### config.mk
export PLATFORM = sky130hd
export DESIGN_NAME = wdog_regwin
export DESIGN_NICKNAME = d
export VERILOG_FILES = /design/src/rtl/wdog_pkg.sv /design/src/rtl/wdog_prescale.sv /design/src/rtl/wdog_countdown.sv /design/src/rtl/wdog_regfile.sv /design/src/rtl/wdog_regwin.sv
export SDC_FILE = /design/constraint.sdc
export NUM_CORES = 1
export LEC_CHECK = 0
export BUFFER_PORTS_ARGS = -buffer_cell sky130_fd_sc_hd__buf_2
export CAP_MARGIN = 10
export CORE_UTILIZATION = 45
export DETAILED_ROUTE_END_ITERATION = 10
export SYNTH_ARGS = -nofsm -noshare
export SYNTH_HDL_FRONTEND = slang
export SYNTH_SLANG_ARGS = --single-unit
export TNS_END_PERCENT = 100
### constraint.sdc
create_clock -name clk -period 2.26 [get_ports clk]
set_input_delay 0 -clock clk [delete_from_list [all_inputs] [get_ports clk]]
set_output_delay 0 -clock clk [all_outputs]
set_load 0.05 [all_outputs]
### src/rtl/wdog_pkg.sv
`timescale 1ns/1ps
package wdog_pkg;
  localparam int unsigned WIN_AW = 5;
  localparam int unsigned BUS_DW = 16;

  localparam logic [WIN_AW-1:0] A_RELOAD      = 5'h00;
  localparam logic [WIN_AW-1:0] A_INIT_NARROW = 5'h01;
  localparam logic [WIN_AW-1:0] A_STS1        = 5'h04;
  localparam logic [WIN_AW-1:0] A_STS2        = 5'h06;
  localparam logic [WIN_AW-1:0] A_CTL1        = 5'h08;
  localparam logic [WIN_AW-1:0] A_INIT_WIDE   = 5'h12;

  localparam int unsigned HALT_POS   = 11;
  localparam int unsigned TO1_POS    = 3;
  localparam int unsigned TO2_POS    = 1;
  localparam int unsigned BLK_POS    = 0;
  localparam int unsigned INIT_FLOOR = 4;

  function automatic int unsigned field_w(int unsigned gen);
    return (gen == 1) ? 6 : 10;
  endfunction

  function automatic int unsigned ireg_w(int unsigned gen);
    return (gen == 1) ? 8 : 16;
  endfunction

  typedef enum logic [1:0] {EXP_NONE, EXP_FIRST, EXP_SECOND} expiry_e;
endpackage

### src/rtl/wdog_prescale.sv
`timescale 1ns/1ps
module wdog_prescale #(
  parameter int unsigned DIV = 30_000_000
) (
  input  logic clk,
  input  logic rst,
  output logic tick_o
);
  localparam int unsigned PW = (DIV > 1) ? $clog2(DIV) : 1;
  localparam logic [PW-1:0] LAST = PW'(DIV - 1);

  logic [PW-1:0] phase_q;

  assign tick_o = (phase_q == LAST);

  always_ff @(posedge clk) begin
    if (rst)         phase_q <= '0;
    else if (tick_o) phase_q <= '0;
    else             phase_q <= phase_q + 1'b1;
  end

  generate
    if (DIV > 1) begin : g_spacing
      // ticks are isolated single-cycle strobes
      a_r2_tick_spacing: assert property (@(posedge clk) disable iff (rst)
        tick_o |=> !tick_o);
    end
  endgenerate
endmodule

### src/rtl/wdog_countdown.sv
`timescale 1ns/1ps
module wdog_countdown #(
  parameter int unsigned CW      = 10,
  parameter int unsigned RST_VAL = 4
) (
  input  logic          clk,
  input  logic          rst,
  input  logic          tick_i,
  input  logic          halt_i,
  input  logic          reload_i,
  input  logic [CW-1:0] init_i,
  output logic [CW-1:0] count_o,
  output logic          expire_o
);
  logic [CW-1:0] cnt_q;
  logic          run;

  assign run      = tick_i && !halt_i && !reload_i;
  assign expire_o = run && (cnt_q == '0);
  assign count_o  = cnt_q;

  always_ff @(posedge clk) begin
    if (rst)                        cnt_q <= CW'(RST_VAL);
    else if (reload_i || expire_o)  cnt_q <= init_i;
    else if (run)                   cnt_q <= cnt_q - 1'b1;
  end

  // a reload write always lands the initial value
  a_r11_reload_wins: assert property (@(posedge clk) disable iff (rst)
    reload_i |=> (count_o == $past(init_i)));
  // halted count does not move without a reload
  a_r3_halt_freeze: assert property (@(posedge clk) disable iff (rst)
    (halt_i && !reload_i) |=> $stable(count_o));
  // a running tick on a nonzero count steps down by one
  a_r2_step: assert property (@(posedge clk) disable iff (rst)
    (tick_i && !halt_i && !reload_i && (count_o != '0)) |=> (count_o == $past(count_o) - 1'b1));
endmodule

### src/rtl/wdog_regfile.sv
`timescale 1ns/1ps
module wdog_regfile
  import wdog_pkg::*;
#(
  parameter int unsigned GEN = 2,
  parameter int unsigned CW  = field_w(GEN)
) (
  input  logic              clk,
  input  logic              rst,
  input  logic              wr_i,
  input  logic              rd_i,
  input  logic [WIN_AW-1:0] addr_i,
  input  logic [BUS_DW-1:0] wdata_i,
  input  logic              no_reboot_i,
  input  logic [CW-1:0]     count_i,
  input  logic              expire_i,
  output logic              reload_o,
  output logic              halt_o,
  output logic [CW-1:0]     init_o,
  output logic [BUS_DW-1:0] rdata_o,
  output logic              reboot_o
);
  localparam int unsigned IW = ireg_w(GEN);
  localparam int unsigned HW = IW - CW;
  localparam logic [WIN_AW-1:0] A_INIT = (GEN == 1) ? A_INIT_NARROW : A_INIT_WIDE;

  logic [CW-1:0]     init_q;
  logic [HW-1:0]     init_hi_q;
  logic              halt_q, to1_q, to2_q, blk_q, reboot_q;
  logic [BUS_DW-1:0] rdata_q, rd_mux;
  logic              wr_init, wr_ctl1, wr_sts1, wr_sts2;
  logic [CW-1:0]     wr_field;
  logic              wr_field_ok;
  expiry_e           ev;
  logic              unused_wdata;

  assign unused_wdata = ^wdata_i;

  assign reload_o    = wr_i && (addr_i == A_RELOAD);
  assign wr_init     = wr_i && (addr_i == A_INIT);
  assign wr_ctl1     = wr_i && (addr_i == A_CTL1);
  assign wr_sts1     = wr_i && (addr_i == A_STS1);
  assign wr_sts2     = wr_i && (addr_i == A_STS2);
  assign wr_field    = wdata_i[CW-1:0];
  assign wr_field_ok = (wr_field >= CW'(INIT_FLOOR));

  always_comb begin
    if (!expire_i)  ev = EXP_NONE;
    else if (to1_q) ev = EXP_SECOND;
    else            ev = EXP_FIRST;
  end

  always_comb begin
    rd_mux = '0;
    case (addr_i)
      A_RELOAD: rd_mux[CW-1:0]  = count_i;
      A_INIT:   rd_mux[IW-1:0]  = {init_hi_q, init_q};
      A_STS1:   rd_mux[TO1_POS] = to1_q;
      A_STS2: begin
        rd_mux[TO2_POS] = to2_q;
        rd_mux[BLK_POS] = blk_q;
      end
      A_CTL1:   rd_mux[HALT_POS] = halt_q;
      default:  rd_mux = '0;
    endcase
  end

  always_ff @(posedge clk) begin
    if (rst) begin
      init_q    <= CW'(INIT_FLOOR);
      init_hi_q <= '0;
      halt_q    <= 1'b1;
      to1_q     <= 1'b0;
      to2_q     <= 1'b0;
      blk_q     <= 1'b0;
      reboot_q  <= 1'b0;
      rdata_q   <= '0;
    end else begin
      if (wr_init) begin
        init_hi_q <= wdata_i[IW-1:CW];
        if (wr_field_ok) init_q <= wr_field;
      end
      if (wr_ctl1) halt_q <= wdata_i[HALT_POS];

      if (ev == EXP_FIRST)                   to1_q <= 1'b1;
      else if (wr_sts1 && wdata_i[TO1_POS])  to1_q <= 1'b0;

      if (ev == EXP_SECOND)                  to2_q <= 1'b1;
      else if (wr_sts2 && wdata_i[TO2_POS])  to2_q <= 1'b0;

      if (ev == EXP_SECOND && no_reboot_i)   blk_q <= 1'b1;
      else if (wr_sts2 && wdata_i[BLK_POS])  blk_q <= 1'b0;

      reboot_q <= (ev == EXP_SECOND) && !no_reboot_i;
      if (rd_i) rdata_q <= rd_mux;
    end
  end

  assign halt_o   = halt_q;
  assign init_o   = init_q;
  assign rdata_o  = rdata_q;
  assign reboot_o = reboot_q;

  // field values under the floor never land
  a_r6_floor: assert property (@(posedge clk) disable iff (rst)
    (wr_init && (wdata_i[CW-1:0] < CW'(INIT_FLOOR))) |=> (init_o == $past(init_o)));
  // a first expiry raises the first-stage flag
  a_r7_first_flag: assert property (@(posedge clk) disable iff (rst)
    (expire_i && !to1_q) |=> to1_q);
  // the reset request is a single-cycle pulse
  a_r8_pulse: assert property (@(posedge clk) disable iff (rst)
    reboot_o |=> !reboot_o);
  // no request leaves while inhibited
  a_r9_inhibit: assert property (@(posedge clk) disable iff (rst)
    reboot_o |-> !$past(no_reboot_i));
  // request only follows a second-stage expiry
  a_r8_second_only: assert property (@(posedge clk) disable iff (rst)
    reboot_o |-> to2_q);
endmodule

### src/rtl/wdog_regwin.sv
`timescale 1ns/1ps
module wdog_regwin
  import wdog_pkg::*;
#(
  parameter int unsigned GEN      = 2,
  parameter int unsigned TICK_DIV = 30_000_000
) (
  input  logic        clk,
  input  logic        rst,
  input  logic        bus_wr,
  input  logic        bus_rd,
  input  logic [4:0]  bus_addr,
  input  logic [15:0] bus_wdata,
  input  logic        no_reboot,
  output logic [15:0] bus_rdata,
  output logic        reboot_req
);
  localparam int unsigned CW = field_w(GEN);

  logic          tick, halt, reload, expire;
  logic [CW-1:0] init_val, count;

  wdog_prescale #(.DIV(TICK_DIV)) u_prescale (
    .clk    (clk),
    .rst    (rst),
    .tick_o (tick)
  );

  wdog_countdown #(.CW(CW), .RST_VAL(INIT_FLOOR)) u_countdown (
    .clk      (clk),
    .rst      (rst),
    .tick_i   (tick),
    .halt_i   (halt),
    .reload_i (reload),
    .init_i   (init_val),
    .count_o  (count),
    .expire_o (expire)
  );

  wdog_regfile #(.GEN(GEN), .CW(CW)) u_regfile (
    .clk         (clk),
    .rst         (rst),
    .wr_i        (bus_wr),
    .rd_i        (bus_rd),
    .addr_i      (bus_addr),
    .wdata_i     (bus_wdata),
    .no_reboot_i (no_reboot),
    .count_i     (count),
    .expire_i    (expire),
    .reload_o    (reload),
    .halt_o      (halt),
    .init_o      (init_val),
    .rdata_o     (bus_rdata),
    .reboot_o    (reboot_req)
  );
endmodule

# Word-level counts from Yosys, hierarchy flattened
# Index checks and enable logic that the tools add are counted.
classes:
  reduce_logical: 25
  n_mux: 17
  magnitude_cmp: 1
  add_sub_neg: 2
  n_eq_ne: 7
op_table:
  columns: ["op", "count"]
  rows:
  - ["adder 25 x 1 -> 25 bit (second input constant)", 1]
  - ["equality test 25 bit (second input constant)", 1]
  - ["2-to-1 mux 10 bit", 2]
  - ["logical AND 1 bit", 13]
  - ["one-hot mux 6 bit (2 select lines)", 1]
  - ["equality test 5 x 3 -> 1 bit (second input constant)", 2]
  - ["greater-or-equal comparator 10 x 3 -> 1 bit (second input constant)", 1]
  - ["zero test 10 bit", 1]
  - ["subtractor 10 x 1 -> 10 bit (second input constant)", 1]
  - ["nonzero test 2 bit", 4]
  - ["2-to-1 mux 1 bit", 7]
  - ["one-hot mux 2 bit (3 select lines)", 1]
  - ["equality test 5 x 4 -> 1 bit (second input constant)", 1]
  - ["equality test 5 bit (second input constant)", 1]
  - ["zero test 5 bit", 1]
  - ["2-to-1 mux 2 bit", 2]
  - ["2-to-1 mux 4 bit", 1]
  - ["one-hot mux 1 bit (2 select lines)", 2]
  - ["zero test 1 bit", 3]
  - ["one-hot mux 1 bit (3 select lines)", 1]
  - ["equality test 2 x 1 -> 1 bit (second input constant)", 1]
  - ["equality test 2 bit (second input constant)", 1]
  - ["AND reduction 2 bit", 1]
  - ["OR reduction 2 bit", 1]
  - ["logical OR 1 bit", 1]
totals:
  regBits: 72

# Depth between registers and ports, before layout
# Gate-level depths: netlist of run 1.
depth:
  ltp_word: 9
  ltp_mapped: 9
  depth_no_buf: 7

# Modules after synthesis
# Synthesis of run 1 repeated with hierarchy kept, for this count alone.
unflattened:
  cells_unflattened: 376
  area_unflattened_um2: 3460.8
modules_own_cells:
  columns: ["mod", "area_each_um2", "instances", "cells_per_inst"]
  rows:
  - ["wdog_regfile", 1630.3, 1, 169]
  - ["wdog_prescale", 1192.4, 1, 142]
  - ["wdog_countdown", 638.1, 1, 65]

# Least setup slack after synthesis of run 1
# OpenSTA, ideal clock, no wires.
synth_path:
  path_type: "register to register"
  from: "reg u_prescale.phase_q[17]"
  to: "reg u_countdown.cnt_q[2] (netlist: u_countdown.count_o[2])"
  path_stages_with_launch: 6
  t_arrival_ns: 1.879
  path_slack_ns: 0.259
  period_less_slack_ns: 2.001
  path_cell_list: "dfxtp_1 or4_4 nor4_4 nand3_1 mux2_1 a221o_1"
synth_between:
  elab_chain_cells: 6
synth_rtl:
  columns: ["item", "line", "rtl"]
  rows:
  - ["start, declared", "wdog_prescale.sv:12", "logic [PW-1:0] phase_q;"]
  - ["start signal, assigned", "wdog_prescale.sv:19", "else phase_q <= phase_q + 1'b1;"]
  - ["equality test 25 bit *", "wdog_prescale.sv:14", "assign tick_o = (phase_q == LAST);"]
  - ["logical AND 1 bit * (2 in series)", "wdog_countdown.sv:18", "assign run = tick_i && !halt_i && !reload_i;"]
  - ["logical AND 1 bit", "wdog_countdown.sv:19", "assign expire_o = run && (cnt_q == '0);"]
  - ["logical OR 1 bit", "wdog_countdown.sv:24", "else if (reload_i || expire_o) cnt_q <= init_i;"]
  - ["2-to-1 mux 10 bit / nonzero test 2 bit (equally long branches)", null, null]
  - ["end signal, assigned", "wdog_countdown.sv:23", "if (rst) cnt_q <= CW'(RST_VAL);"]
  - ["end signal, assigned", "wdog_countdown.sv:24", null]
  - ["end signal, assigned", "wdog_countdown.sv:25", "else if (run) cnt_q <= cnt_q - 1'b1;"]
  - ["end, declared", "wdog_countdown.sv:15", "logic [CW-1:0] cnt_q;"]
# Every way passes the cells marked *; elsewhere a longest branch is shown, timed or not.
# A chain may end at the register's enable or synchronous reset.

# Worst setup path after layout of run 1
# Ends and elaborated chain as after synthesis.

==> results of run 1 <==
-- worst min path at each step --
| stage | endpoint | slack, ps | cells after the start |
|---|---|---|---|
| 2_1_floorplan | u_regfile.reboot_o$_SDFF_PP0_ | 80 | 1 |
| 3_3_place_gp | u_regfile.reboot_o$_SDFF_PP0_ | 190 | 2 |
| 3_5_place_dp | u_regfile.reboot_o$_SDFF_PP0_ | 190 | 2 |
| 4_1_cts | u_regfile.init_o[1]$_SDFFE_PP0P_ | 20 | 2 |
| 5_1_grt | u_regfile.init_o[1]$_SDFFE_PP0P_ | 40 | 2 |
| 6_report | u_regfile.init_o[8]$_SDFFE_PP0P_ | 30 | 2 |
-- stage by stage --
step / power, W / area [sq um]
after floorplan: 0.00143 / 3450
after global placement: 0.00149 / 3790
after detailed placement: 0.00150 / 3790
after CTS: 0.00240 / 4140
after global routing: 0.00248 / 4140
final: 0.00238 / 4140
-- routing by layer --
metal	vias to the layer above	wire, microns	share of wire
li1	1546	-	-
met1	1401	4260	0.54
met2	61	3240	0.41
met3	10	230	0.029
met4	0	121	0.015
met5	-	0	0
-- cells by family after synthesis --
logic type	after synthesis	share of synthesized area
DFF	72	0.418
muxes	17	0.0501
xor gates and xnor gates	24	0.0609
AOI/OAI and AO/OA	63	0.124
and+or+nand+nor	186	0.292
adders and majority gates	3	0.0109
buffers and inverters	31	0.0443
-- synth_stat cells, types with 3 or more instances --
cell type | instances | area (sq um)
nand3_1 | 35 | 175
and2_1 | 3 | 18.8
nor3_1 | 13 | 65.1
nand4_1 | 6 | 37.5
or3_1 | 3 | 18.8
nor4_1 | 7 | 43.8
mux2i_1 | 15 | 150
a22oi_1 | 9 | 67.6
a31oi_1 | 4 | 25.0
o21ai_0 | 5 | 25.0
nor2_1 | 56 | 210
o2bb2ai_1 | 5 | 43.8
ha_1 | 3 | 37.5
inv_1 | 8 | 30.0
a211oi_1 | 11 | 82.6
nor4_4 | 3 | 63.8
a21oi_1 | 19 | 95.1
xnor2_1 | 7 | 61.3
clkbuf_1 | 13 | 48.8
buf_2 | 7 | 35.0
and3_1 | 6 | 37.5
dfxtp_1 | 72 | 1440
xor2_1 | 17 | 149
nand2b_1 | 9 | 56.3
nand2_1 | 24 | 90.1
-- flip-flops by register name, summed over array words and instances (netlist names) --
name	flops
u_countdown.count_o	10
u_prescale.phase_q	25
u_regfile.blk_q	1
u_regfile.halt_o	1
u_regfile.init_hi_q	6
u_regfile.init_o	10
u_regfile.rdata_o	16
u_regfile.reboot_o	1
u_regfile.to1_q	1
u_regfile.to2_q	1
-- timing repair --
item,4_1_cts,5_1_grt
endpoints found under the hold margin,19,0
setup endpoints to repair,0,1
hold buffers,17,0
resized for setup,0,1
-- report_power, final --
part	internal [W]	total [W]	switching [W]	leakage, nW
registers	0.00129	0.00130	0.0000152	0.582
clock network	0.000402	0.000892	0.000490	0.0824
logic	0.0000779	0.000189	0.000111	0.923
total	0.00176	0.00238	0.000616	1.59
-- layout make-up --
cell class | instances | share of cell area
clock buffers | 10 | 0.0308
flip-flops and latches | 72 | 0.348
inverters | 8 | 0.00725
well taps | 99 | 0.0299
repair buffers | 75 | 0.124
clock inverters | 6 | 0.0112
multi-input cells | 293 | 0.449
-- cell usage in the layout, fill, tap and decap left out, types with 2 or more instances in the layout --
master         count
a211oi_1          11
a21oi_1           19
a22o_1             2
a22oi_1            9
a31oi_1            4
a32oi_1            2
and2_0             2
and2_1             3
and3_1             6
buf_2             42
buf_4             15
clkbuf_8           9
clkinv_4           3
clkinvlp_4         2
dfxtp_1           72
dlygate4sd3_1     17
ha_1               3
inv_1              8
mux2i_1           15
nand2_1           24
nand2b_1           9
nand3_1           35
nand4_1            6
nand4b_1           2
nand4bb_1          2
nor2_1            56
nor2b_1            2
nor3_1            13
nor3b_1            2
nor4_1             7
nor4_4             3
o21ai_0            5
o2bb2ai_1          5
or3_1              3
or4_4              2
xnor2_1            7
xor2_1            17
==> run_results.csv, run 1 <==
group,metric,value,unit
status,status,"finished, final reports clean",
layout,multi_input_area,0.00186,sq mm
layout,area_growth,20.1,%
clock_tree,htree_num_levels,3,
layout,nNetsFinal,488,
routing,wl,7850,microns
routing,antenna_left,0,
floorplanning,core,0.00733,sq mm
critical_path,rr_endpoint,"u_countdown.count_o[2]$_SDFFE_PP1P_",
timing,max_slew.worst_pin.slew,587,ps
placement,globalplace.congestion,0.860,
clock_tree,cts_setup_buffers,0,
critical_path,critPathTopFamily,"simple AND/OR/NAND/NOR gates",
global_route,use_met2,0.302,
critical_path,cp.required,2490,ps
timing,max_freq,0.463,GHz
timing,timing.hold.ws,26.4,ps
layout,post-route-util,0.565,
layout,fin_cells,563,
critical_path,crit_path_end_kind,"register",
global_route,antenna_found_initial,0,
critical_path,r2r_start,"u_prescale.phase_q[17]$_SDFF_PP0_",
critical_path,worstPathCellList,"or4_4 -> nor4_4 -> nand3_1 -> mux2_1 -> a221o_1",
timing,slew_headroom,0.608,
logic_synthesis,ys_seq_area_frac,0.418,
floorplanning,rows,31,
global_route,track_usage,0.208,
power,vdd_drop_max,280,uV
clock_tree,numCtsBuffers,9,
timing,fin_crit,2160,ps
global_route,grt-busiest-layer,"met1",
timing,worst_slack,98.3,ps
logic_synthesis,synth_warnings,0,
critical_path,critPathCapture,"u_countdown.count_o[2]$_SDFFE_PP1P_",
global_route,grt_pass1_wl,12800,microns
worst_hold_path,min_path_type,"input pin to register",
clock_tree,clkTransAtPathRegs,80,ps
power,powerDensity,575,mW/mm^2
logic_synthesis,synthFlopType,"dfxtp_1",
timing,finalHoldViolations,0,
logic_synthesis,syn-mean-instance-area,8.71,sq um
flow_run,maxCapViolations,0,
power,power_leakage,1.59,nW
floorplanning,die_h,89.6,microns
logic_synthesis,async_reset_ff_frac,0,
critical_path,path_depth,5,
placement,dp.cells,530,
placement,detailedPlace.worstSlack,151,ps
layout,antenna_cells,0,
critical_path,startpoint_type,"register",
global_route,grt_max_degree,32,
logic_synthesis,syn_inst,396,
critical_path,reg2reg_slack,100,ps
critical_path,cp_num_buf_inv,0,
timing,finalCritPeriodShare,0.956,
global_route,grt_overflow_total,0,
clock_tree,cts_buffer_depth,2,
floorplanning,start_util,0.471,
placement,dp_hpwl,5510,microns
routing,wire_per_inst,13.9,microns
routing,remaining_drc_errors,0,
clock_tree,insertion_delay,340,ps
timing,clock_skew,13.0,ps
routing,first_pass_iters,4,
logic_synthesis,synth_edf_count,0,
critical_path,crit_type,"register to register",
routing,via_per_inst,5.36,
clock_tree,cts.sinks,72,
floorplanning,io_pins,43,
critical_path,reg2regPathDepth,5,
placement,portBuffers,42,
floorplanning,die_w,89.6,microns
layout,drive_above_1_share,0.183,
timing,finalMaxSlewViolations,0,
global_route,grtUsageMet1,0.306,
timing,grt_setup_unrepaired,"false",
critical_path,slowest_stage,"or4_4",
routing,vias,3018,
critical_path,cp_slowest_stage_delay,560,ps
critical_path,setup.worst_path.start,"u_prescale.phase_q[17]$_SDFF_PP0_",
logic_synthesis,synth_seq_cells,72,
global_route,grt_pass1_vias,2694,
timing,setup_viol,0,
timing,fin_tns_setup,0,ps
critical_path,arrival,2390,ps
clock_tree,cts_tree,"done",
global_route,gr-usage-met3,0.0305,
routing,drt_iter0_markers,102,
layout,fillers,692,
floorplanning,dieArea,0.00802,sq mm
layout,ff_latch_area,0.00144,sq mm
critical_path,cp_max_fo,7,
clock_tree,cts-root-buf,"clkbuf_8",
logic_synthesis,synth_nets,425,
worst_hold_path,min_from,"rst",
logic_synthesis,yosysUniqueCellTypes,52,
logic_synthesis,netlist_area,0.00345,sq mm
(Power assumes the default switching activity.)
==> inputs of run 2 (changes only) <==
- REMOVE_ABC_BUFFERS: unset -> 1
==> run 2 against run 1 <==
  * Critical path depth unchanged
  * Routed wire length is 1.2% lower
  * Worst setup slack improved by 25 ps
  * Critical endpoint unchanged
  * Highest routed layer unchanged
==> run_results.csv, run 2 (synthesis results as in run 1) <==
group,metric,value,unit
timing,max_slew.worst_pin.slew,704,ps
clock_tree,htree_num_levels,3,
critical_path,crit_path_end_kind,"register",
placement,portBuffers,42,
layout,layout_common_cells,"dfxtp_1 (72), nor2_1 (56), buf_2 (42)",
routing,vias,3037,
clock_tree,cts.sinks,72,
layout,area_growth,21.1,%
timing,clock_skew,12.1,ps
critical_path,cp_slowest_stage_delay,550,ps
routing,wire_per_inst,13.8,microns
clock_tree,cts_tree,"done",
floorplanning,die_w,89.6,microns
clock_tree,cts_buffer_depth,2,
routing,via_per_inst,5.40,
clock_tree,clkTransAtPathRegs,80,ps
floorplanning,dieArea,0.00802,sq mm
timing,slew_headroom,0.529,
placement,dp_hpwl,5460,microns
critical_path,worstPathCellList,"or4_4 -> nor4_4 -> nand3_1 -> mux2_1 -> a221o_1",
floorplanning,io_pins,43,
routing,antenna_left,0,
layout,final_area,0.00418,sq mm
power,power_leakage,1.61,nW
global_route,grt_pass1_vias,2614,
layout,drive_above_1_share,0.184,
critical_path,slowest_stage,"or4_4",
layout,antenna_cells,0,
power,vdd_drop_max,313,uV
global_route,antenna_found_initial,0,
floorplanning,die_h,89.6,microns
layout,largest_reg_flops,25,
routing,drt_iter0_markers,140,
critical_path,cp.required,2500,ps
status,status,"finished, final reports clean",
placement,globalplace.congestion,0.811,
timing,finalMaxSlewViolations,0,
critical_path,crit_type,"register to register",
layout,fillers,684,
clock_tree,numCtsBuffers,9,
layout,top_register,"u_prescale.phase_q",
global_route,grt_pass1_wl,12300,microns
layout,nNetsFinal,488,
routing,wl,7760,microns
global_route,grt_overflow_total,0,
floorplanning,start_util,0.471,
worst_hold_path,min_path_type,"input pin to register",
critical_path,arrival,2380,ps
critical_path,cp_max_fo,7,
timing,fin_crit,2140,ps
layout,final_common_cell,"dfxtp_1",
global_route,track_usage,0.203,
critical_path,startpoint_type,"register",
placement,dpl_cell_area,0.00379,sq mm
timing,finalHoldViolations,0,
clock_tree,cts-root-buf,"clkbuf_8",
flow_run,maxCapViolations,0,
layout,multi_input_area,0.00186,sq mm
timing,finalCritPeriodShare,0.945,
floorplanning,core,0.00733,sq mm
clock_tree,insertion_delay,350,ps
routing,remaining_drc_errors,0,
clock_tree,cts_setup_buffers,0,
routing,first_pass_iters,4,
timing,grt_setup_unrepaired,"false",
timing,setup_viol,0,
layout,ff_latch_area,0.00144,sq mm
timing,max_freq,0.468,GHz
timing,fin_tns_setup,0,ps
power,powerDensity,619,mW/mm^2
floorplanning,rows,31,
global_route,grt_max_degree,32,
## run 2: changes by cell type in the layout (fill, tap and decap cells not counted)
cell and change:
clkinv_4 -3, or4_4 -1, nor3_1 -1, or4_1 +1, clkinv_2 +1, nor3_2 +1, bufinv_16 +2, clkbuf_1 -1
## run 2: path summary, 6_finish.rpt
check,from,to,slack (ps),depth (start not counted)
hold reg to reg,u_regfile.init_hi_q[5]$_SDFFE_PP0P_,u_regfile.init_hi_q[5]$_SDFFE_PP0P_,460,2
hold / removal,rst,u_regfile.init_o[1]$_SDFFE_PP0P_,30,2
setup / recovery,u_prescale.phase_q[17]$_SDFF_PP0_,u_countdown.count_o[2]$_SDFFE_PP1P_,120,5
setup reg to reg,u_prescale.phase_q[17]$_SDFF_PP0_,u_countdown.count_o[2]$_SDFFE_PP1P_,120,5
## run 2: area by class of cell
class | count | area share
tap | 99 | 0.0296
timing repair buffer | 75 | 0.123
clock inverter | 6 | 0.0204
sequential | 72 | 0.345
inverter | 8 | 0.00719
multi-input combinational | 293 | 0.445
clock buffer | 9 | 0.0296
## run 2: routing by layer
layer	global-route usage	wire, microns	vias up	part of all wire
li1	-	-	1542	-
met1	0.288	4010	1418	0.52
met2	0.294	3310	68	0.43
met3	0.0526	338	9	0.044
met4	0.0736	95	0	0.012
met5	0	0	-	0
## run 2: timing repair
action,4_1_cts,5_1_grt
setup endpoints to repair,0,1
hold buffers,17,0
resized for setup,0,1
endpoints found under the hold margin,19,0
## run 2: stage by stage
step	setup WS (ps)	hold WS (ps)	power (W)	cells	utilization
2_1_floorplan	105	69.1	0.00141	373	-
3_3_place_gp	174	191	0.00150	530	0.517
3_5_place_dp	124	191	0.00150	530	0.517
4_1_cts	114	26.0	0.00262	562	0.569
5_1_grt	23.3	40.2	0.00269	562	0.570
6_report	124	30.4	0.00258	562	0.570
## run 2: critical path: cells and delay by family (launching register included)
kind             cells  cell delay (ps)
AND/OR/NAND/NOR      3             1080
AO/OA/AOI/OAI        1              290
multiplexers         1              330
flip-flops           1              330
## run 2: power breakdown
part	total [W]	internal (W)	leakage, nW	switching (W)
Clock	0.00109	0.000611	0.101	0.000482
Combinational	0.000194	0.0000793	0.922	0.000115
Sequential	0.00130	0.00129	0.582	0.0000121
Total	0.00258	0.00198	1.61	0.000609
